File: src/rtl/bsw_pkg.sv
package bsw_pkg;
  localparam int IDX_CE = 0;
  localparam int IDX_WE = 1;
  localparam int IDX_OE = 2;
  localparam int NUM_STROBES = 3;

  typedef enum logic [1:0] {
    ST_IDLE  = 2'd0,
    ST_ARMED = 2'd1,
    ST_BUSY  = 2'd2
  } bswState_t;

  typedef struct packed {
    logic capAddr;
    logic capData;
    logic commit;
  } bswStrobes_t;
endpackage

File: src/rtl/bsw_sync.sv
module bsw_sync #(
  parameter int WIDTH = 3
) (
  input  logic             clk,
  input  logic             rstN,
  input  logic [WIDTH-1:0] rawN,
  output logic [WIDTH-1:0] lvlN,
  output logic [WIDTH-1:0] fall,
  output logic [WIDTH-1:0] rise
);
  logic [WIDTH-1:0] stage1, stage2, prevS;

  always_ff @(posedge clk) begin
    if (!rstN) begin
      stage1 <= '1;
      stage2 <= '1;
      prevS  <= '1;
    end else begin
      stage1 <= rawN;
      stage2 <= stage1;
      prevS  <= stage2;
    end
  end

  assign lvlN = stage2;
  assign fall = prevS & ~stage2;
  assign rise = ~prevS & stage2;
endmodule

File: src/rtl/bsw_ctrl.sv
module bsw_ctrl
  import bsw_pkg::*;
#(
  parameter int PROG_CYCLES = 300000
) (
  input  logic                   clk,
  input  logic                   rstN,
  input  logic [NUM_STROBES-1:0] lvlN,
  input  logic [NUM_STROBES-1:0] fall,
  input  logic [NUM_STROBES-1:0] rise,
  output bswStrobes_t            strb,
  output logic                   busy,
  output logic                   armed
);
  localparam int CNT_W = (PROG_CYCLES > 1) ? $clog2(PROG_CYCLES) : 1;
  localparam logic [CNT_W-1:0] LAST = CNT_W'(PROG_CYCLES - 1);

  bswState_t state, stateNext;
  logic [CNT_W-1:0] cnt;
  logic enFall, enRise, bothLow, oeHigh;

  assign enFall  = fall[IDX_CE] | fall[IDX_WE];
  assign enRise  = rise[IDX_CE] | rise[IDX_WE];
  assign bothLow = ~lvlN[IDX_CE] & ~lvlN[IDX_WE];
  assign oeHigh  = lvlN[IDX_OE];

  always_comb begin
    stateNext = state;
    strb      = '0;
    unique case (state)
      ST_IDLE: if (enFall && bothLow && oeHigh) begin
        stateNext    = ST_ARMED;
        strb.capAddr = 1'b1;
      end
      ST_ARMED: if (!oeHigh) begin
        stateNext = ST_IDLE;
      end else if (enRise) begin
        stateNext    = ST_BUSY;
        strb.capData = 1'b1;
      end
      ST_BUSY: if (cnt == LAST) begin
        stateNext   = ST_IDLE;
        strb.commit = 1'b1;
      end
      default: stateNext = ST_IDLE;
    endcase
  end

  always_ff @(posedge clk) begin
    if (!rstN) begin
      state <= ST_IDLE;
      cnt   <= '0;
    end else begin
      state <= stateNext;
      if (strb.capData) cnt <= '0;
      else if (state == ST_BUSY) cnt <= cnt + 1'b1;
    end
  end

  assign busy  = (state == ST_BUSY);
  assign armed = (state == ST_ARMED);
endmodule

File: src/rtl/bsw_datapath.sv
module bsw_datapath
  import bsw_pkg::*;
#(
  parameter int ADDR_W = 4
) (
  input  logic              clk,
  input  logic              rstN,
  input  bswStrobes_t       strb,
  input  logic              busy,
  input  logic [ADDR_W-1:0] addrIn,
  input  logic [7:0]        dataIn,
  output logic [7:0]        dataOut
);
  localparam int DEPTH = 1 << ADDR_W;

  logic [7:0]        store [DEPTH];
  logic [ADDR_W-1:0] addrReg;
  logic [7:0]        dataReg;

  always_ff @(posedge clk) begin
    if (!rstN) begin
      addrReg <= '0;
      dataReg <= '0;
      dataOut <= '0;
      for (int i = 0; i < DEPTH; i++) store[i] <= '0;
    end else begin
      if (strb.capAddr) addrReg <= addrIn;
      if (strb.capData) dataReg <= dataIn;
      if (strb.commit) store[addrReg] <= dataReg;
      dataOut <= busy ? {~dataReg[7], 7'b0} : store[addrIn];
    end
  end
endmodule

File: src/rtl/byte_store_writer.sv
module byte_store_writer
  import bsw_pkg::*;
#(
  parameter int ADDR_W      = 4,
  parameter int PROG_CYCLES = 300000
) (
  input  logic              clk,
  input  logic              rstN,
  input  logic              chipEnN,
  input  logic              wrEnN,
  input  logic              outEnN,
  input  logic [ADDR_W-1:0] addrIn,
  input  logic [7:0]        dataIn,
  output logic [7:0]        dataOut,
  output logic              busy
);
  logic [NUM_STROBES-1:0] rawN, lvlN, fall, rise;
  bswStrobes_t strb;
  logic armedW, oeLowW;

  assign rawN[IDX_CE] = chipEnN;
  assign rawN[IDX_WE] = wrEnN;
  assign rawN[IDX_OE] = outEnN;
  assign oeLowW = ~lvlN[IDX_OE];

  bsw_sync #(.WIDTH(NUM_STROBES)) u_sync (
    .clk(clk), .rstN(rstN), .rawN(rawN), .lvlN(lvlN), .fall(fall), .rise(rise)
  );

  bsw_ctrl #(.PROG_CYCLES(PROG_CYCLES)) u_ctrl (
    .clk(clk), .rstN(rstN), .lvlN(lvlN), .fall(fall), .rise(rise),
    .strb(strb), .busy(busy), .armed(armedW)
  );

  bsw_datapath #(.ADDR_W(ADDR_W)) u_dp (
    .clk(clk), .rstN(rstN), .strb(strb), .busy(busy),
    .addrIn(addrIn), .dataIn(dataIn), .dataOut(dataOut)
  );
endmodule

File: config.mk
export PLATFORM = sky130hd
export DESIGN_NAME = byte_store_writer
export DESIGN_NICKNAME = d
export VERILOG_FILES = /design/src/rtl/bsw_pkg.sv /design/src/rtl/bsw_sync.sv /design/src/rtl/bsw_ctrl.sv /design/src/rtl/bsw_datapath.sv /design/src/rtl/byte_store_writer.sv
export SDC_FILE = /design/constraint.sdc
export NUM_CORES = 1
export LEC_CHECK = 0
export ABC_AREA = 1
export CAP_MARGIN = 25
export CORE_MARGIN = 2
export CORE_UTILIZATION = 24
export CTS_BUF_LIST = sky130_fd_sc_hd__clkbuf_4 sky130_fd_sc_hd__clkbuf_8
export CTS_CLUSTER_SIZE = 8
export DETAILED_ROUTE_END_ITERATION = 7
export GPL_ROUTABILITY_DRIVEN = 0
export MAX_ROUTING_LAYER = met4
export SLEW_MARGIN = 20
export SYNTH_ARGS = -nofsm -noshare
export SYNTH_HDL_FRONTEND = slang
export SYNTH_HIERARCHICAL = 1
export SYNTH_SLANG_ARGS = --single-unit
File: constraint.sdc
create_clock -name clk -period 4 [get_ports clk]
set_input_delay 0.6 -clock clk [delete_from_list [all_inputs] [get_ports clk]]
set_output_delay 0.6 -clock clk [all_outputs]
set_load 0.005 [all_outputs]
==> reports/results.tsv <==
stage	metric	value	unit
run_status	run status	complete, no violations	
route	Avg Vias per Cell	4.43	
cells_and_area	finished layout cell area	8880	sq um
worst_setup_path	library cell appearing most often on the critical path	nand2_1	
route	number of search-and-repair iterations in the first detailed-routing pass	7	
route	via count	5837	
route	WL/cell	14.4	microns
placement	Placement Setup Slack	1.38	ns
floorplan	number of rows created at floorplan	66	
cts	number of buffers created by CTS	17	
floorplan	starting utilization of the core area	24.2	%
cts	clock latency on the worst-skew pair	0.47	ns
route	post-detailed-route DRC marker count	0	
placement	port bufs	25	
sta	Max-slew headroom	31.4	%
cells_and_area	final layout net count	880	
sta	largest clock skew in the final design	0.0205	ns
worst_setup_path	cell with the largest stage delay on the worst path	dfxtp_1	
cts	total number of clock tree sinks	177	
worst_setup_path	count of buffer and inverter cells on the critical path	0	
synth	Post-Synthesis Net Count	868	
pwr	highest ir drop seen on vdd	0.180	mV
global_routing	overall track demand over capacity in global routing	11.8	%
cts	count of instances resized after the clock tree is built	0	
route	1st-iter DRT viols	569	
global_routing	largest net degree at the start of global routing	65	
synth	Cell Area, Synth	7810	sq um
cts	Clock Root Buffer	clkbuf_8	
cts	TritonCTS clock tree	yes	
worst_setup_path	list of cells traversed by the critical path	ha_1, nand2_1, nor3_1, nand3_1, nor2_1, nand2_1, nor3_2, nand2_1, nand2_1	
worst_setup_path	Worst path top cell family by delay	simple AND/OR/NAND/NOR gates	
run	max_cap viols	0	
global_routing	number of antenna violations at the first check in global routing	0	
sta	setup repair after global routing missed its margin	false	
cells_and_area	area growth from synthesis to final layout	13.7	%
sta	max-slew violations	0	
global_routing	GRT Residual Overflow	0	
sta	fraction of the cycle the final worst path needs	64.4	%
cells_and_area	# fillers	3414	
sta	Sum Neg Setup Slack	0	ns
floorplan	Core Region	32300	sq um
sta	final critical-path required period	2.57	ns
global_routing	number of global-route vias before repair	5471	
floorplan	area of the die	34000	sq um
cts	maximum buffer depth of the clock tree	2	
worst_setup_path	Worst Setup End Kind	flip-flop	
worst_setup_path	Critical Path Max Stage Delay	0.37	ns
global_routing	global-route wire length before repair	29400	microns
cts	number of setup buffers added after CTS	0	
pwr	Pwr per Cell Area	414	nW/um^2
route	Antenna Nets Post-Route	0	
placement	dpl cell area	8430	sq um
worst_setup_path	critical path required time	4.13	ns
pwr	Pleak	0.00306	uW
synth	Post-Synthesis Mean Instance Area	9.19	sq um
floorplan	vertical extent of the die	184	microns
route	total detailed-routing wirelength	19000	microns
worst_setup_path	type of element launching the critical path	flip-flop	
sta	Final WS setup	1.43	ns
worst_setup_path	Worst EP arrival	2.70	ns
cells_and_area	fraction of final layout cells with drive strength greater than 1	6.29	%
placement	DP HPWL	12400	microns
cts	# hold bufs at CTS	0	
synth	Post-Syn Instances	850	
sta	highest clock rate	0.388	GHz
floorplan	Die Width	184	microns
floorplan	io pins	26	
worst_setup_path	critical path peak fanout	9	
cells_and_area	# diodes	0	
cts	Clk pin slew, worst setup/hold paths	0.09	ns
cts	H-tree lvl count	4	
synth	count of yosys warnings during synthesis	6	
sta	count of endpoints failing hold in the final timing report	0	
sta	number of endpoints failing setup at the final stage	0	
sta	slew at the pin closest to its max-slew limit	1.02	ns
worst_hold_path	worst hold-check path type	reg2reg	
worst_setup_path	WS Path Type	reg2reg	
[worst paths after layout]
path,slack [ns],cells after the start,to,startpoint
max,1.43,9,u_dp/store[9][0],u_ctrl/cnt[0]
min,0.41,2,u_sync/lvlN[0],u_sync/stage1[0]
max reg2reg,1.43,9,u_dp/store[9][0],u_ctrl/cnt[0]
min reg2reg,0.41,2,u_sync/lvlN[0],u_sync/stage1[0]
[state kept, by name, indices dropped and copies added (netlist names)]
signal,count
u_dp/dataReg,8
u_sync/prevS,2
u_ctrl/cnt,19
u_sync/stage1,3
u_dp/store,128
u_sync/lvlN,3
u_dp/addrReg,4
u_ctrl/state,2
u_dp/dataOut,8
[worst min-delay path: stages (launching register included)]
cell and delay (ns):
dfxtp_1 0.31, inv_1 0.03, nand2_1 0.04
[metrics by stage]
stage / total power (uW) / utilization, % / instances / hold slack (ns)
floorplan: 2240 / - / 850 / 0.380
global placement: 2320 / 26.1 / 1285 / 0.384
detailed placement: 2330 / 26.1 / 1285 / 0.386
CTS: 3700 / 27.5 / 1317 / 0.407
global route: 3790 / 27.5 / 1317 / 0.430
finish: 3670 / 27.5 / 1317 / 0.405
[layer usage]
metal / part of all wire, % / wire length [microns] / global-route usage (%) / up-vias
li1: - / - / - / 2835
met3: 7.4 / 1410 / 3.12 / 17
met2: 44 / 8320 / 17.7 / 208
met4: 1.3 / 248 / 3.01 / 0
met5: 0 / 0 / - / -
met1: 47 / 8980 / 15.7 / 2777
[layout by cell type, fill, tap and decap left out, drive strengths merged, types with 7 or more instances in the layout]
| cell type | count |
|---|---|
| o211ai | 7 |
| dfxtp | 49 |
| buf | 7 |
| clkdlybuf4s50 | 24 |
| nor3 | 10 |
| clkinv | 16 |
| nor2 | 252 |
| edfxtp | 128 |
| o21ai | 60 |
| inv | 51 |
| clkbuf | 17 |
| nand2 | 137 |
| nand3 | 69 |
| a21oi | 28 |
[power breakdown]
group	leakage, uW	internal, uW	switching, uW
Combinational	0.00121	77.4	149
Sequential	0.00161	2030	26.4
Clock	0.000231	740	645
Total	0.00306	2850	821
[cell type report]
class | count | area (sq um) | area share, %
timing repair buffer | 31 | 290 | 3.27
multi-input combinational | 577 | 2540 | 28.7
sequential | 177 | 4820 | 54.3
tap | 442 | 553 | 6.23
clock inverter | 15 | 215 | 2.42
inverter | 58 | 218 | 2.45
clock buffer | 17 | 234 | 2.63
Power figures use the tool's default switching activity.
